$ cat src/rtl/adc_scan_pkg.sv
// Package: shared field positions, scan-mode encoding and reset value
// for the scan-mode channel sequencer.
package adc_scan_pkg;

    typedef enum logic [1:0] {
        SCAN_ONE    = 2'b00,
        SCAN_UPTO   = 2'b01,
        SCAN_UPPER  = 2'b10,
        SCAN_REPEAT = 2'b11
    } scan_e;

    localparam int CMD_W        = 8;
    localparam int CH_LSB       = 5;
    localparam int SCAN_LSB     = 3;
    localparam int CLK_SEL_BIT  = 0;
    localparam logic [CMD_W-1:0] CMD_RESET = 8'h06;

endpackage

$ cat src/rtl/scan_cmd_reg.sv
// Command register: holds the last accepted command byte.
// Assumes the caller gates load_en so that loads during a plan are dropped.
module scan_cmd_reg
    import adc_scan_pkg::*;
(
    input  logic             clk,
    input  logic             rst_n,
    input  logic             load_en,
    input  logic [CMD_W-1:0] cmd_in,
    output logic [CMD_W-1:0] cmd_q
);

    // Store the command on an accepted load; reset to the power-on value.
    always_ff @(posedge clk) begin
        if (!rst_n)
            cmd_q <= CMD_RESET;
        else if (load_en)
            cmd_q <= cmd_in;
    end

endmodule

$ cat src/rtl/scan_plan.sv
// Scan planner: decodes the stored command into the first channel, the
// number of conversions and whether the channel repeats. Pure logic.
// Assumes NUM_CH is a power of two of at least 4.
module scan_plan
    import adc_scan_pkg::*;
#(
    parameter int NUM_CH = 8,
    localparam int CW = $clog2(NUM_CH),
    localparam int TW = $clog2(NUM_CH + 1)
) (
    input  logic [CMD_W-1:0] cmd_q,
    output logic [CW-1:0]    first_ch,
    output logic [TW-1:0]    total,
    output logic             repeat_ch
);

    localparam logic [CW-1:0] HALF = CW'(NUM_CH / 2);

    logic [CW-1:0] sel_ch;
    scan_e         mode;
    logic          int_clk;

    // Field extraction; the channel width drops unused top bits in small builds.
    always_comb begin
        sel_ch  = cmd_q[CH_LSB +: CW];
        mode    = scan_e'(cmd_q[SCAN_LSB +: 2]);
        int_clk = cmd_q[CLK_SEL_BIT];
    end

    // Plan decode: single conversion unless an internal-clock scan applies.
    always_comb begin
        first_ch  = sel_ch;
        total     = TW'(1);
        repeat_ch = 1'b0;
        if (int_clk) begin
            case (mode)
                SCAN_UPTO: begin
                    first_ch = '0;
                    total    = TW'(sel_ch) + TW'(1);
                end
                SCAN_UPPER: begin
                    if (sel_ch >= HALF) begin
                        first_ch = HALF;
                        total    = TW'(sel_ch) - TW'(HALF) + TW'(1);
                    end
                end
                SCAN_REPEAT: begin
                    repeat_ch = 1'b1;
                    total     = TW'(NUM_CH);
                end
                default: ;
            endcase
        end
    end

endmodule

$ cat src/rtl/scan_slot_ctr.sv
// Slot counter: tracks the active plan and the current slot number.
// Assumes total is at least 1 and stays stable while active.
module scan_slot_ctr #(
    parameter int TW = 4
) (
    input  logic          clk,
    input  logic          rst_n,
    input  logic          start,
    input  logic          advance,
    input  logic [TW-1:0] total,
    output logic          active,
    output logic [TW-1:0] slot,
    output logic          last
);

    // Final-slot detect.
    always_comb last = active && (slot == total - TW'(1));

    // Slot progression: start at 0, step on handshake, go idle after the final slot.
    always_ff @(posedge clk) begin
        if (!rst_n) begin
            active <= 1'b0;
            slot   <= '0;
        end else if (start) begin
            active <= 1'b1;
            slot   <= '0;
        end else if (active && advance) begin
            if (last) begin
                active <= 1'b0;
                slot   <= '0;
            end else begin
                slot <= slot + TW'(1);
            end
        end
    end

endmodule

$ cat src/rtl/adc_scan_seq.sv
// Top: scan-mode channel sequencer. A command load starts a plan. Each
// conv_next pulse advances one slot, and the block goes idle after the
// final slot. Assumes conv_next is a single-cycle pulse per conversion.
module adc_scan_seq
    import adc_scan_pkg::*;
#(
    parameter int NUM_CH = 8,
    localparam int CW = $clog2(NUM_CH),
    localparam int TW = $clog2(NUM_CH + 1)
) (
    input  logic          clk,
    input  logic          rst_n,
    input  logic          cmd_load,
    input  logic [7:0]    cmd_byte,
    input  logic          conv_next,
    output logic          seq_active,
    output logic [CW-1:0] chan_idx,
    output logic          last_conv,
    output logic [TW-1:0] conv_total
);

    logic [CMD_W-1:0] cmd_q;
    logic [CW-1:0]    first_ch;
    logic [TW-1:0]    total;
    logic             repeat_ch;
    logic             active;
    logic [TW-1:0]    slot;
    logic             last;
    logic             accept;

    // Loads are taken only between plans.
    always_comb accept = cmd_load && !active;

    scan_cmd_reg u_cmd (
        .clk     (clk),
        .rst_n   (rst_n),
        .load_en (accept),
        .cmd_in  (cmd_byte),
        .cmd_q   (cmd_q)
    );

    scan_plan #(.NUM_CH(NUM_CH)) u_plan (
        .cmd_q     (cmd_q),
        .first_ch  (first_ch),
        .total     (total),
        .repeat_ch (repeat_ch)
    );

    scan_slot_ctr #(.TW(TW)) u_slot (
        .clk     (clk),
        .rst_n   (rst_n),
        .start   (accept),
        .advance (conv_next),
        .total   (total),
        .active  (active),
        .slot    (slot),
        .last    (last)
    );

    // Channel of the current slot: fixed when repeating, else first plus slot.
    always_comb begin
        if (repeat_ch)
            chan_idx = first_ch;
        else
            chan_idx = first_ch + slot[CW-1:0];
    end

    // Output drive.
    always_comb begin
        seq_active = active;
        last_conv  = last;
        conv_total = total;
    end

endmodule

$ cat config.mk
export PLATFORM = sky130hd
export DESIGN_NAME = adc_scan_seq
export DESIGN_NICKNAME = d
export VERILOG_FILES = /design/src/rtl/adc_scan_pkg.sv /design/src/rtl/scan_cmd_reg.sv /design/src/rtl/scan_plan.sv /design/src/rtl/scan_slot_ctr.sv /design/src/rtl/adc_scan_seq.sv
export SDC_FILE = /design/constraint.sdc
export NUM_CORES = 1
export LEC_CHECK = 0
export ABC_AREA = 1
export BUFFER_PORTS_ARGS = -buffer_cell sky130_fd_sc_hd__buf_2
export CORE_UTILIZATION = 30
export DETAILED_ROUTE_END_ITERATION = 16
export GPL_TIMING_DRIVEN = 0
export HOLD_SLACK_MARGIN = 0.1
export PLACE_DENSITY = 0.54
export RECOVER_POWER = 25
export SYNTH_ARGS = -nofsm -noshare
export SYNTH_HDL_FRONTEND = slang
export SYNTH_SLANG_ARGS = --single-unit
$ cat constraint.sdc
create_clock -name clk -period 5.63 [get_ports clk]
set_input_delay 1.126 -clock clk [delete_from_list [all_inputs] [get_ports clk]]
set_output_delay 1.126 -clock clk [all_outputs]
set_load 0.1 [all_outputs]
# == Word-level counts from Yosys, hierarchy flattened ==
# Index checks and enable logic that the tools add are counted.
# classes
muxes,13
magnitude_cmp,1
n_eq_ne,4
addsub,6
n_bitwise,1
n_reduce_logical,8
# op_table
op,n
$mux W4,3
$pmux W4 S3,1
$mux W3,3
$add A4 B1 Y4 const B,2
$pmux W3 S2,1
$mux W1,5
$add A3 B1 Y4 const B,1
$eq A2 B2 Y1 const B,2
$eq A4 B4 Y1,1
$reduce_bool A2 Y1,2
$sub A3 B3 Y4 const B,1
$sub A4 B1 Y4 const B,1
$add A3 B3 Y3,1
$ge A3 B3 Y1 const B,1
$logic_and A1 B1 Y1,3
$eq A2 B1 Y1 const B,1
$reduce_and A2 Y1,1
$reduce_or A2 Y1,1
$logic_not A1 Y1,1
$not A1 Y1,1
# word_totals
in_bits,12
word_cells,36
output_inout_bits,9
ff_bits,13

# == Longest topological paths before layout ==
# logic_depth
depth_word,11
ltp_mapped,16
ltp_nobuf,16

# == By module ==
# Synthesis repeated with hierarchy kept, for this count alone.
# unflattened
cells_unflattened,165
hier_area_um2,1042.2
# modules_own_cells
mod,area_per_inst_um2,cells_per_inst,n_inst
scan_slot_ctr,392.9,57,1
scan_cmd_reg,317.8,47,1
scan_plan,220.2,41,1
adc_scan_seq,111.4,20,1

# == Worst setup path after synthesis ==
# Ideal clock, no wire load.
# synth_timing
path_type,reg2out
start,register u_cmd.cmd_q[5]
end,output port last_conv
n_path_buf,0
setup_slack_ns,0.753
path_stages_with_launch,16
arrival_ns,3.751
cell_sequence,dfxtp_1 -> inv_1 -> ha_1 -> nand3_1 -> nand2_1 -> nand2_1 -> nor2_1 -> inv_1 -> ha_1 -> nand2_1 -> nand2_1 -> nor2_4 -> nand3_2 -> nor2_4 -> nand2_1 -> inv_1
# synth_between
elab_chain_cells,8
# synth_lines
element,line,source
"start, declared",scan_cmd_reg.sv:10,output logic [CMD_W-1:0] cmd_q
"start signal, assigned",scan_cmd_reg.sv:18,cmd_q <= cmd_in;
$sub A3 B3 Y4,scan_plan.sv:44,total = TW'(sel_ch) - TW'(HALF) + TW'(1);
$add A4 B1 Y4,scan_plan.sv:44,
$mux W4,scan_plan.sv:42,if (sel_ch >= HALF) begin
$pmux W4 S3 *,scan_plan.sv:36,case (mode)
$mux W4 *,scan_plan.sv:35,if (int_clk) begin
via conv_total[1],adc_scan_seq.sv:19,output logic [TW-1:0] conv_total
$sub A4 B1 Y4 *,scan_slot_ctr.sv:17,always_comb last = active && (slot == total - TW'(1));
$eq A4 B4 Y1 *,scan_slot_ctr.sv:17,
$logic_and A1 B1 Y1 *,scan_slot_ctr.sv:17,
"end, declared",adc_scan_seq.sv:18,"output logic last_conv,"
# Mark *: on every way through the listed nets, which the timed path passes. The rest lies on a longest branch.

# == Worst setup path in the final report ==
# layout_timing
start,register u_cmd.cmd_q[6]
end,output port last_conv
# layout_between
elab_chain_cells,8
# layout_lines
element,line
$sub A3 B3 Y4,scan_plan.sv:44
$add A4 B1 Y4,scan_plan.sv:44
$mux W4,scan_plan.sv:42
$pmux W4 S3 *,scan_plan.sv:36
$mux W4 *,scan_plan.sv:35
$sub A4 B1 Y4 *,scan_slot_ctr.sv:17
$eq A4 B4 Y1 *,scan_slot_ctr.sv:17
$logic_and A1 B1 Y1 *,scan_slot_ctr.sv:17
# Every way passes the cells marked *; elsewhere a longest branch is shown, timed or not.

==> results by group <==
CTS
  – Post-cts sizing count: 0
  – Post-CTS Hold Buffers: 0
  – Num Clock Sinks: 11
  – Worst-path clk slew: 0.07 ns
  – Post-CTS Setup Inserts: 0
  – Bufs on Longest Clock Path: 2
  – CTS tree: yes
  – Root buffer cell: clkbuf_4
  – CTS buffer count: 3
  – Htree depth: 1
  – Clk Latency, worst-skew pair: 0.26 ns

Drt
  – Via/cell ratio: 4.26
  – Vias post-DR: 856
  – Routed Antenna Nets: 0
  – Routed len/inst: 9.29 um
  – Final wirelength: 1870 um
  – Drt pass-1 iters: 11
  – Initial DRC Count: 23
  – Drt drc: 2

Floorplanning
  – Rows: 19
  – Chip Width: 58.0 um
  – Die ar.: 3370 um2
  – Die Y: 58.0 um
  – Core area: 2880 um2
  – # IOs: 21
  – Starting density of the core: 32.8%

Yosys
  – Post-synthesis xor/xnor area fraction: 4.65%
  – Post-synthesis mux area share: 0%
  – Area share of the largest cell type after synthesis: 23.4%
  – Syn_nets: 159
  – Cell Area, Synth: 942 um2
  – Synth top area cells: dfxtp_1 23%, ha_1 12%, nand2_1 12%
  – EDFF count, synth: 0
  – Syn_area_per_cell: 6.88 um2
  – Main synth FF type: dfxtp_1
  – Number of synthesized register bits: 11
  – Simple-Gate Fraction of Synth Area: 36.1%
  – Asr flop ratio synth: 0%
  – Synth area leader: dfxtp_1
  – Synth cell types: 25
  – Most frequent cell after synthesis: nand2_1
  – Adder-cell share of the synthesized area: 14.1%
  – Main combinational cell family by area after synthesis: simple AND/OR/NAND/NOR gates
  – Number of synthesis warnings: 0
  – Post-synth top cells: 30 x nand2_1, 20 x inv_1, 14 x nor2_1
  – Cell count after synthesis: 137
  – Compound-Gate Fraction of Synth Area: 11.4%
  – Register area share after synthesis: 23.4%

Cells and area
  – Filler cell count: 307
  – Nets: 182
  – Reg area: 220 um2
  – Design area: 1110 um2
  – Util after Layout: 38.6%
  – Ant diodes: 0
  – Post-route insts no fill: 201
  – Layout cells sized above 1: 23.9%
  – Area Growth Syn to Fin: 17.8%
  – Area occupied by multi-input gates: 624 um2

Power and ir drop
  – Sw Pwr: 0.0933 mW
  – Tot Pwr: 0.224 mW
  – Seq pwr share: 39.6%
  – Cell Int Power: 0.130 mW
  – Power per cell area: 202 nW/um2
  – Leakage: 0.545 nW
  – Clock network power share: 22.8%
  – Comb power frac: 37.6%
  – Sw Ratio: 41.7%
  – Peak VDD IR: 0.112 mV

Status
  – Failing checks: design-rule violations
  – Outcome: finished, violations left

Setup path
  – Startpoint types: flip-flop
  – CP most frequent cell: nand2_1
  – Max FO, Critical Path: 5
  – Type of the worst setup path: reg2out
  – Critical path arrival: 2.75 ns
  – Cell Chain, Critical Path: inv_1 > ha_1 > nand3_1 > nand2_1 > nand2_1 > nor2_1 > inv_1 > ha_1 > nand2_1 > nand2_1 > nor2_4 > nand3_2 > nor2_4 > nand2_1 > inv_1 > buf_2
  – Worst path required time: 4.50 ns
  – Critical path endpoint category: output pin
  – Largest stage delay, worst path: 0.41 ns
  – CP max stage cell: dfxtp_1

Timing
  – Tcrit/Tclk final: 68.8%
  – Endpoints failing setup: 0
  – Fmax achieved: 258 MHz
  – PnR worst setup slack: 1.76 ns
  – Fin Setup TNS: 0 ns
  – Final hold violation count: 0
  – RSZ-0062 raised after global routing: false
  – Fin. max-slew vios: 0
  – Tightest Pin Transition: 0.487 ns
  – Skew final: 0.00459 ns
  – Slew headroom: 67.7%
  – Min Tclk post-route: 3.87 ns
  – Hold_ws: 0.537 ns

Placed design
  – Pre-CTS setup slack: 2.04 ns
  – Placed Cells: 197
  – Placed cell areas: 1080 um2
  – Final GP Congestion: 0.895
  – Port Buffers: 18
  – Hpwl dp: 1570 um

Global route
  – Total GRT Usage: 12.0%
  – Initial antenna violation count: 0
  – Total grt overflow: 0
  – First-pass GRT wire length: 3110 um
  – Vias in the first global route: 772
  – Largest net degree at the start of global routing: 11

Flow run
  – Max Cap Violations: 0

Min path
  – Class of the worst hold path: reg2reg
[cell families (layout without fill, tap and decap cells)]
kind of cell / after synthesis / in the layout
compound gates: 20 / 20
xor+xnor: 5 / 5
fa+ha+maj: 10 / 10
buf+inv: 26 / 48
flops: 11 / 11
simple gates: 65 / 65
[worst paths after layout]
| kind | to | from | slack [ns] | depth (start not counted) |
|---|---|---|---|---|
| setup / recovery | last_conv | u_cmd.cmd_q[6]$_SDFFE_PN0P_ | 1.76 | 16 |
| hold / removal | u_cmd.cmd_q[4]$_SDFFE_PN0P_ | u_cmd.cmd_q[4]$_SDFFE_PN0P_ | 0.54 | 2 |
| setup reg to reg | u_slot.slot[2]$_SDFFE_PP0P_ | u_cmd.cmd_q[6]$_SDFFE_PN0P_ | 3.35 | 16 |
| hold reg to reg | u_cmd.cmd_q[4]$_SDFFE_PN0P_ | u_cmd.cmd_q[4]$_SDFFE_PN0P_ | 0.54 | 2 |
[critical path: cells and delay by family, from the launching register on]
family | cells | cell delay [ns]
adder cells (fa/ha/maj) | 2 | 0.60
flip-flops | 1 | 0.41
AND/OR/NAND/NOR | 10 | 0.85
buffers and inverters | 4 | 0.62
[registers in the layout, indices dropped and copies added, names as in the netlist]
signal / count
u_cmd.cmd_q: 6
u_slot.active: 1
u_slot.slot: 4
[area by class of cell]
class / count / area share (%)
plain buffers: 1 / 0.338
well taps: 42 / 4.74
multi-input cells: 100 / 56.3
clock buffers: 4 / 2.37
flip-flops and latches: 11 / 19.8
repair buffers: 18 / 8.00
inverters: 25 / 8.46
[layer usage]
metal / part of all wire [%] / wire length [um] / vias to the layer above / global-route usage [%]
li1: - / - / 472 / -
met1: 50 / 939 / 360 / 15.7
met2: 43 / 805 / 20 / 18.9
met3: 5.0 / 93 / 4 / 1.56
met4: 1.5 / 28 / 0 / 7.14
met5: 0 / 0 / - / 0
[placed cells by master (no fill, tap or decap), drive strengths merged]
| cell type | n |
|---|---|
| a21oi | 8 |
| a31oi | 1 |
| buf | 17 |
| clkbuf | 6 |
| clkinv | 1 |
| dfxtp | 11 |
| fa | 1 |
| ha | 9 |
| inv | 24 |
| nand2 | 36 |
| nand3 | 8 |
| nand3b | 1 |
| nand4 | 1 |
| nor2 | 19 |
| o21ai | 10 |
| o21bai | 1 |
| xor2 | 5 |
[power groups by stage]
stage / Sequential [mW] / Clock, mW / Combinational, mW
finish: 0.0885 / 0.0511 / 0.0841
global placement: 0.0901 / 0 / 0.0839
CTS: 0.0885 / 0.0536 / 0.0845
global route: 0.0894 / 0.0576 / 0.0903
floorplan: 0.0929 / 0 / 0.0663
detailed placement: 0.0903 / 0 / 0.0841
Note: power is estimated with default switching activity, not from simulation.
